`config.mk`:
```
export PLATFORM = sky130hd
export DESIGN_NAME = adm_codec
export DESIGN_NICKNAME = d
export VERILOG_FILES = /design/src/rtl/adm_pkg.sv /design/src/rtl/adm_run_detect.sv /design/src/rtl/adm_step_adapt.sv /design/src/rtl/adm_integrator.sv /design/src/rtl/adm_decoder.sv /design/src/rtl/adm_codec.sv
export SDC_FILE = /design/constraint.sdc
export NUM_CORES = 1
export LEC_CHECK = 0
export ABC_AREA = 1
export CORE_MARGIN = 1.5
export CORE_UTILIZATION = 45
export CTS_CLUSTER_SIZE = 28
export DETAILED_ROUTE_END_ITERATION = 6
export GPL_TIMING_DRIVEN = 0
export PLACE_DENSITY = 0.71
export SYNTH_ARGS = -nofsm -noshare
export SYNTH_HDL_FRONTEND = slang
export SYNTH_SLANG_ARGS = --single-unit
```
`constraint.sdc`:
```
create_clock -name clk -period 6.9 [get_ports clk]
set_input_delay 1.38 -clock clk [delete_from_list [all_inputs] [get_ports clk]]
set_output_delay 1.38 -clock clk [all_outputs]
set_load 0.01 [all_outputs]
```
`src/rtl/adm_pkg.sv`:
```
package adm_pkg;
  typedef enum logic {
    ADAPT_DECAY  = 1'b0,
    ADAPT_ATTACK = 1'b1
  } adapt_e;

  function automatic logic [7:0] alt_pattern(input int len);
    logic [7:0] p;
    for (int i = 0; i < 8; i++) p[i] = (i % 2 == 0) && (i < len);
    return p;
  endfunction
endpackage

```
`src/rtl/adm_run_detect.sv`:
```
module adm_run_detect #(
  parameter int HIST_LEN = 4
) (
  input  logic           clk,
  input  logic           rst_n,
  input  logic           ce_i,
  input  logic           bit_i,
  output adm_pkg::adapt_e mode_o
);
  localparam logic [7:0]          ALT    = adm_pkg::alt_pattern(HIST_LEN);
  localparam logic [HIST_LEN-1:0] HRESET = ALT[HIST_LEN-1:0];

  logic [HIST_LEN-1:0] hist_q;
  logic [HIST_LEN-1:0] hist_d;
  logic [HIST_LEN-1:0] window;

  always_comb begin
    window = {hist_q[HIST_LEN-2:0], bit_i};
    hist_d = ce_i ? window : hist_q;
    mode_o = ((&window) || (~|window)) ? adm_pkg::ADAPT_ATTACK : adm_pkg::ADAPT_DECAY;
  end

  always_ff @(posedge clk or negedge rst_n) begin
    if (!rst_n) hist_q <= HRESET;
    else        hist_q <= hist_d;
  end

  p_hist_hold_r2: assert property (@(posedge clk) disable iff (!rst_n)
    !ce_i |=> $stable(hist_q));
endmodule

```
`src/rtl/adm_step_adapt.sv`:
```
module adm_step_adapt #(
  parameter int STEP_W    = 16,
  parameter int STEP_MIN  = 16,
  parameter int STEP_MAX  = 3200,
  parameter int ATK_SHIFT = 2,
  parameter int DCY_SHIFT = 4
) (
  input  logic              clk,
  input  logic              rst_n,
  input  logic              ce_i,
  input  adm_pkg::adapt_e   mode_i,
  output logic [STEP_W-1:0] step_o
);
  localparam logic [STEP_W-1:0] SMIN = STEP_W'(STEP_MIN);
  localparam logic [STEP_W-1:0] SMAX = STEP_W'(STEP_MAX);

  logic [STEP_W-1:0] step_q, step_d, inc, dec;

  always_comb begin
    inc    = (SMAX - step_q) >> ATK_SHIFT;
    dec    = (step_q - SMIN) >> DCY_SHIFT;
    step_d = step_q;
    if (ce_i) begin
      if (mode_i == adm_pkg::ADAPT_ATTACK)
        step_d = (inc == '0) ? SMAX : step_q + inc;
      else
        step_d = (dec == '0) ? SMIN : step_q - dec;
    end
  end

  always_ff @(posedge clk or negedge rst_n) begin
    if (!rst_n) step_q <= SMIN;
    else        step_q <= step_d;
  end

  assign step_o = step_q;

  p_step_range_r6: assert property (@(posedge clk) disable iff (!rst_n)
    (step_q >= SMIN) && (step_q <= SMAX));
  p_step_hold_r2: assert property (@(posedge clk) disable iff (!rst_n)
    !ce_i |=> $stable(step_q));
  p_attack_up_r4: assert property (@(posedge clk) disable iff (!rst_n)
    (ce_i && mode_i == adm_pkg::ADAPT_ATTACK) |=> step_q >= $past(step_q));
  p_decay_down_r5: assert property (@(posedge clk) disable iff (!rst_n)
    (ce_i && mode_i == adm_pkg::ADAPT_DECAY) |=> step_q <= $past(step_q));
endmodule

```
`src/rtl/adm_integrator.sv`:
```
module adm_integrator #(
  parameter int INT_W  = 16,
  parameter int STEP_W = 16
) (
  input  logic                    clk,
  input  logic                    rst_n,
  input  logic                    ce_i,
  input  logic                    bit_i,
  input  logic [STEP_W-1:0]       step_i,
  output logic signed [INT_W-1:0] integ_o
);
  localparam int EW = INT_W + 2;
  localparam logic signed [EW-1:0] POS_LIM = {3'b000, {(INT_W-1){1'b1}}};
  localparam logic signed [EW-1:0] NEG_LIM = {3'b111, {(INT_W-1){1'b0}}};

  logic signed [INT_W-1:0] integ_q, integ_d;
  logic signed [EW-1:0]    wide, stepx;

  always_comb begin
    stepx   = signed'(EW'(step_i));
    wide    = bit_i ? (EW'(integ_q) + stepx) : (EW'(integ_q) - stepx);
    integ_d = integ_q;
    if (ce_i) begin
      if (wide > POS_LIM)      integ_d = POS_LIM[INT_W-1:0];
      else if (wide < NEG_LIM) integ_d = NEG_LIM[INT_W-1:0];
      else                     integ_d = wide[INT_W-1:0];
    end
  end

  always_ff @(posedge clk or negedge rst_n) begin
    if (!rst_n) integ_q <= '0;
    else        integ_q <= integ_d;
  end

  assign integ_o = integ_q;

  p_no_wrap_up_r7: assert property (@(posedge clk) disable iff (!rst_n)
    (ce_i && bit_i) |=> integ_q >= $past(integ_q));
  p_no_wrap_dn_r7: assert property (@(posedge clk) disable iff (!rst_n)
    (ce_i && !bit_i) |=> integ_q <= $past(integ_q));
  p_integ_hold_r2: assert property (@(posedge clk) disable iff (!rst_n)
    !ce_i |=> $stable(integ_q));
endmodule

```
`src/rtl/adm_decoder.sv`:
```
module adm_decoder #(
  parameter int INT_W     = 16,
  parameter int STEP_W    = 16,
  parameter int HIST_LEN  = 4,
  parameter int STEP_MIN  = 16,
  parameter int STEP_MAX  = 3200,
  parameter int ATK_SHIFT = 2,
  parameter int DCY_SHIFT = 4
) (
  input  logic                    clk,
  input  logic                    rst_n,
  input  logic                    ce_i,
  input  logic                    bit_i,
  output logic signed [INT_W-1:0] integ_o,
  output logic [STEP_W-1:0]       step_o
);
  adm_pkg::adapt_e mode;

  adm_run_detect #(.HIST_LEN(HIST_LEN)) i_run (
    .clk(clk), .rst_n(rst_n), .ce_i(ce_i), .bit_i(bit_i), .mode_o(mode));

  adm_step_adapt #(
    .STEP_W(STEP_W), .STEP_MIN(STEP_MIN), .STEP_MAX(STEP_MAX),
    .ATK_SHIFT(ATK_SHIFT), .DCY_SHIFT(DCY_SHIFT)
  ) i_step (
    .clk(clk), .rst_n(rst_n), .ce_i(ce_i), .mode_i(mode), .step_o(step_o));

  adm_integrator #(.INT_W(INT_W), .STEP_W(STEP_W)) i_integ (
    .clk(clk), .rst_n(rst_n), .ce_i(ce_i), .bit_i(bit_i),
    .step_i(step_o), .integ_o(integ_o));
endmodule

```
`src/rtl/adm_codec.sv`:
```
module adm_codec #(
  parameter int INT_W     = 16,
  parameter int STEP_W    = 16,
  parameter int HIST_LEN  = 4,
  parameter int STEP_MIN  = 16,
  parameter int STEP_MAX  = 3200,
  parameter int ATK_SHIFT = 2,
  parameter int DCY_SHIFT = 4
) (
  input  logic                    clk,
  input  logic                    rst_n,
  input  logic                    ce_i,
  input  logic signed [INT_W-1:0] sample_i,
  output logic                    enc_bit_o,
  output logic signed [INT_W-1:0] enc_integ_o,
  output logic [STEP_W-1:0]       enc_step_o,
  input  logic                    rx_bit_i,
  output logic signed [INT_W-1:0] dec_integ_o,
  output logic [STEP_W-1:0]       dec_step_o
);
  logic enc_bit_d, enc_bit_q, cmp_bit;

  always_comb begin
    cmp_bit   = sample_i > enc_integ_o;
    enc_bit_d = ce_i ? cmp_bit : enc_bit_q;
  end

  always_ff @(posedge clk or negedge rst_n) begin
    if (!rst_n) enc_bit_q <= 1'b0;
    else        enc_bit_q <= enc_bit_d;
  end

  assign enc_bit_o = enc_bit_q;

  adm_decoder #(
    .INT_W(INT_W), .STEP_W(STEP_W), .HIST_LEN(HIST_LEN), .STEP_MIN(STEP_MIN),
    .STEP_MAX(STEP_MAX), .ATK_SHIFT(ATK_SHIFT), .DCY_SHIFT(DCY_SHIFT)
  ) i_enc_dec (
    .clk(clk), .rst_n(rst_n), .ce_i(ce_i), .bit_i(cmp_bit),
    .integ_o(enc_integ_o), .step_o(enc_step_o));

  adm_decoder #(
    .INT_W(INT_W), .STEP_W(STEP_W), .HIST_LEN(HIST_LEN), .STEP_MIN(STEP_MIN),
    .STEP_MAX(STEP_MAX), .ATK_SHIFT(ATK_SHIFT), .DCY_SHIFT(DCY_SHIFT)
  ) i_rx_dec (
    .clk(clk), .rst_n(rst_n), .ce_i(ce_i), .bit_i(rx_bit_i),
    .integ_o(dec_integ_o), .step_o(dec_step_o));

  p_enc_cmp_r8: assert property (@(posedge clk) disable iff (!rst_n)
    ce_i |=> enc_bit_o == ($past(sample_i) > $past(enc_integ_o)));
  p_enc_follows_r8: assert property (@(posedge clk) disable iff (!rst_n)
    (ce_i && cmp_bit) |=> enc_integ_o >= $past(enc_integ_o));
endmodule

```
==> results.md <==
- Synth warn: 0
- I/O Buffers: 83
- MaxCap Viol Count: 0
- Syn_nets: 1699
- Met2 wire len: 14400 um
- Wire per inst: 15.2 um
- Die width: 152 um
- Area growth from synthesis to layout: 15.1%
- Post-synth cell types: 53
- Initial antenna violation count: 0
- Sequential fraction of the synthesis area: 17.9%
- Gr usage total: 25.3%
- Fillers: 2221
- Starting density of the core: 45.7%
- Diodes inserted: 0
- Async set-reset flop share out of synthesis: 100%
- DR top layer: met4
- Hold Crit Class: register to register
- Startpoint types: input pin
- Die H: 152 um
- Setup Skew: 0.0166 ns
- Most frequent cell on the critical path: nand2_1
- Crit path DAT: 5.84 ns
- Num CTS Buffers: 9
- Yosys reg bits: 71
- Pins Over Slew Limit: 0
- Routed via count: 10353
- Post-DP HPWL: 23400 um
- Critical path type: input pin to register
- Remaining antenna violation count: 0
- Fmax: 179 MHz
- Area of the multi-input gates: 7270 um^2
- Hold Buf Count CTS: 0
- CP max stage cell: clkdlybuf4s50_1
- Drt total wl: 29600 um
- Vias in the first global route: 9814
- Row count: 54
- Clock root buffer: clkbuf_16
- Endpoint type of the worst setup path: register
- Vias per inst: 5.33
- Synth Area per Inst: 6.38 um^2
- Core area: 21800 um^2
- CTS Sinks: 71
- Status: finished, final reports clean
- First-pass GRT wire length: 48100 um
- Reg area: 1780 um^2
- Unrepaired setup endpoints after global routing: false
- Met3 WL: 1370 um
- CP max stage delay: 0.41 ns
- CTS max path bufs: 2
- DR pass1 iterations: 5
- Clk pin slew, worst setup/hold paths: 0.06 ns
- Prevailing post-synth register cell: dfrtp_1
- Setup violators final: 0
- Die ar.: 23100 um^2
- Worst path top cell family by delay: simple AND/OR/NAND/NOR gates
- PostCTS Resize Cnt: 0
- Crit Path Max Fanout: 10
- Initial DRC Count: 599
- Clk_lat worst skew: 0.37 ns
- Post-CTS setup buffers: 0
- Setup TNS: 0 ns
- Buffers & Inverters on Critical Path: 3
- H-tree levels: 3
- Least-Margin Pin Slew: 0.723 ns
- Tcrit/Tclk final: 81.2%
- Mapped Area: 9980 um^2
- RePlAce Congestion: 0.951
- Metal-1 WL: 13000 um
- CTS tree: built
- Min cycle time layout: 5.60 ns
- Req. time, crit path: 7.14 ns
- Layout cell share with drive strength beyond 1: 5.59%
- R2r setup slk: 2.16 ns
- Fin. Hold Viols: 0
- Grt ovf: 0
- Post-synth EDFFs: 0
- Slew HR: 51.8%
- Post-route DRC: 0
- Mapped Cells: 1564
- Io pins: 85
- Largest net degree at the start of global routing: 51
- Layout Nets: 1794
flip-flops by register name, summed over array words and instances, names as in the netlist:
name and flops:
i_enc_dec.i_integ.integ_o 16, i_enc_dec.i_step.step_o 16, i_rx_dec.i_integ.integ_o 16, i_rx_dec.i_step.step_o 16
i_enc_dec.i_run.hist_q 3, i_rx_dec.i_run.hist_q 3, enc_bit_o 1
routing by layer:
metal / vias to the layer above / global-route usage, %
met5: - / 0
met4: 0 / 9.15
met3: 58 / 3.71
met2: 277 / 44.9
met1: 4737 / 31.0
li1: 5281 / -
logic make-up after synthesis:
kind of cell,synth area share (%)
AND/OR/NAND/NOR,33.3
AO/OA/AOI/OAI,13.8
buffers and inverters,9.29
XOR/XNOR,10.9
adder cells (fa/ha/maj),14.9
flip-flops,17.9
synth_stat cells (4+ instances only):
library cell  number  area [um^2]
nand2_1          473         1780
nor2_1           150          563
a31oi_1           10         62.6
dfrtp_1           65         1630
buf_6              5         56.3
nand3b_1           8         60.1
o21bai_1           5         37.5
buf_4              6         45.0
nand3_1           82          410
a21oi_1           97          485
nand4_1           30          188
xnor2_1           37          324
nor2_2             8         50.1
xor2_1            83          727
inv_2              4         15.0
or2_2              8         50.1
nor3_1            17         85.1
buf_2              8         40.0
fa_1               6          120
ha_1             109         1360
o22ai_1            4         25.0
o21ai_0           75          375
o31ai_1            5         37.5
clkbuf_1          19         71.3
inv_1            180          676
nand3_2            5         50.1
a21o_1            11         82.6
a21oi_2           12          105
dfstp_2            6          158
placed cells by master (no fill, tap or decap), drive strengths merged, types with 3 or more instances in the layout:
cell,count
nand2,476
inv,185
nor2,161
ha,109
a21oi,109
nand3,87
xor2,84
clkdlybuf4s50,82
o21ai,76
dfrtp,65
xnor2,38
nand4,30
clkbuf,29
buf,23
nor3,17
a21o,11
a31oi,10
or2,8
nand3b,8
o21bai,7
fa,6
dfstp,6
o31ai,5
o22ai,4
clkinv,4
o221ai,3
tightest hold or removal path, stage by stage (launching register included):
cell     delay (ns)
dfrtp_1        0.34
nand2_1        0.05
nand2_1        0.05
final timing paths:
path                                                           from                                        end  cells after the start
min in group asynchronous                                     rst_n  i_enc_dec.i_integ.integ_o[11]$_DFFE_PN0P_                      1
max reg2reg                i_enc_dec.i_integ.integ_o[1]$_DFFE_PN0P_  i_enc_dec.i_integ.integ_o[14]$_DFFE_PN0P_                     28
min reg2reg                                   enc_bit_o$_DFFE_PN0P_                      enc_bit_o$_DFFE_PN0P_                      2
min                                           enc_bit_o$_DFFE_PN0P_                      enc_bit_o$_DFFE_PN0P_                      2
max in group asynchronous                                     rst_n      i_enc_dec.i_run.hist_q[2]$_DFFE_PN1P_                      2
max                                                     sample_i[1]  i_enc_dec.i_integ.integ_o[14]$_DFFE_PN0P_                     28
cell type report:
class	count	share of cell area, %
Clock inverter	6	0.599
Timing Repair Buffer	84	7.45
Buffer	40	2.02
Clock buffer	10	1.99
Inverter	185	6.06
Multi-Input combinational cell	1268	63.3
Tap cell	280	3.05
Sequential cell	71	15.5
per-stage QoR:
stage	instance area, um^2	worst slack [ns]	hold WS, ns	instances	utilization [%]
6_report	11500	1.30	0.477	1944	52.6
5_1_grt	11500	0.783	0.506	1944	52.6
4_1_cts	11500	1.32	0.482	1944	52.6
3_5_place_dp	11200	0.982	0.467	1928	51.3
3_3_place_gp	11200	1.04	0.468	1927	51.1
2_1_floorplan	9980	2.31	0.469	1564	-
Power is not shown: default switching activity piles up to over one toggle a cycle in this logic, so the estimate is an artifact.
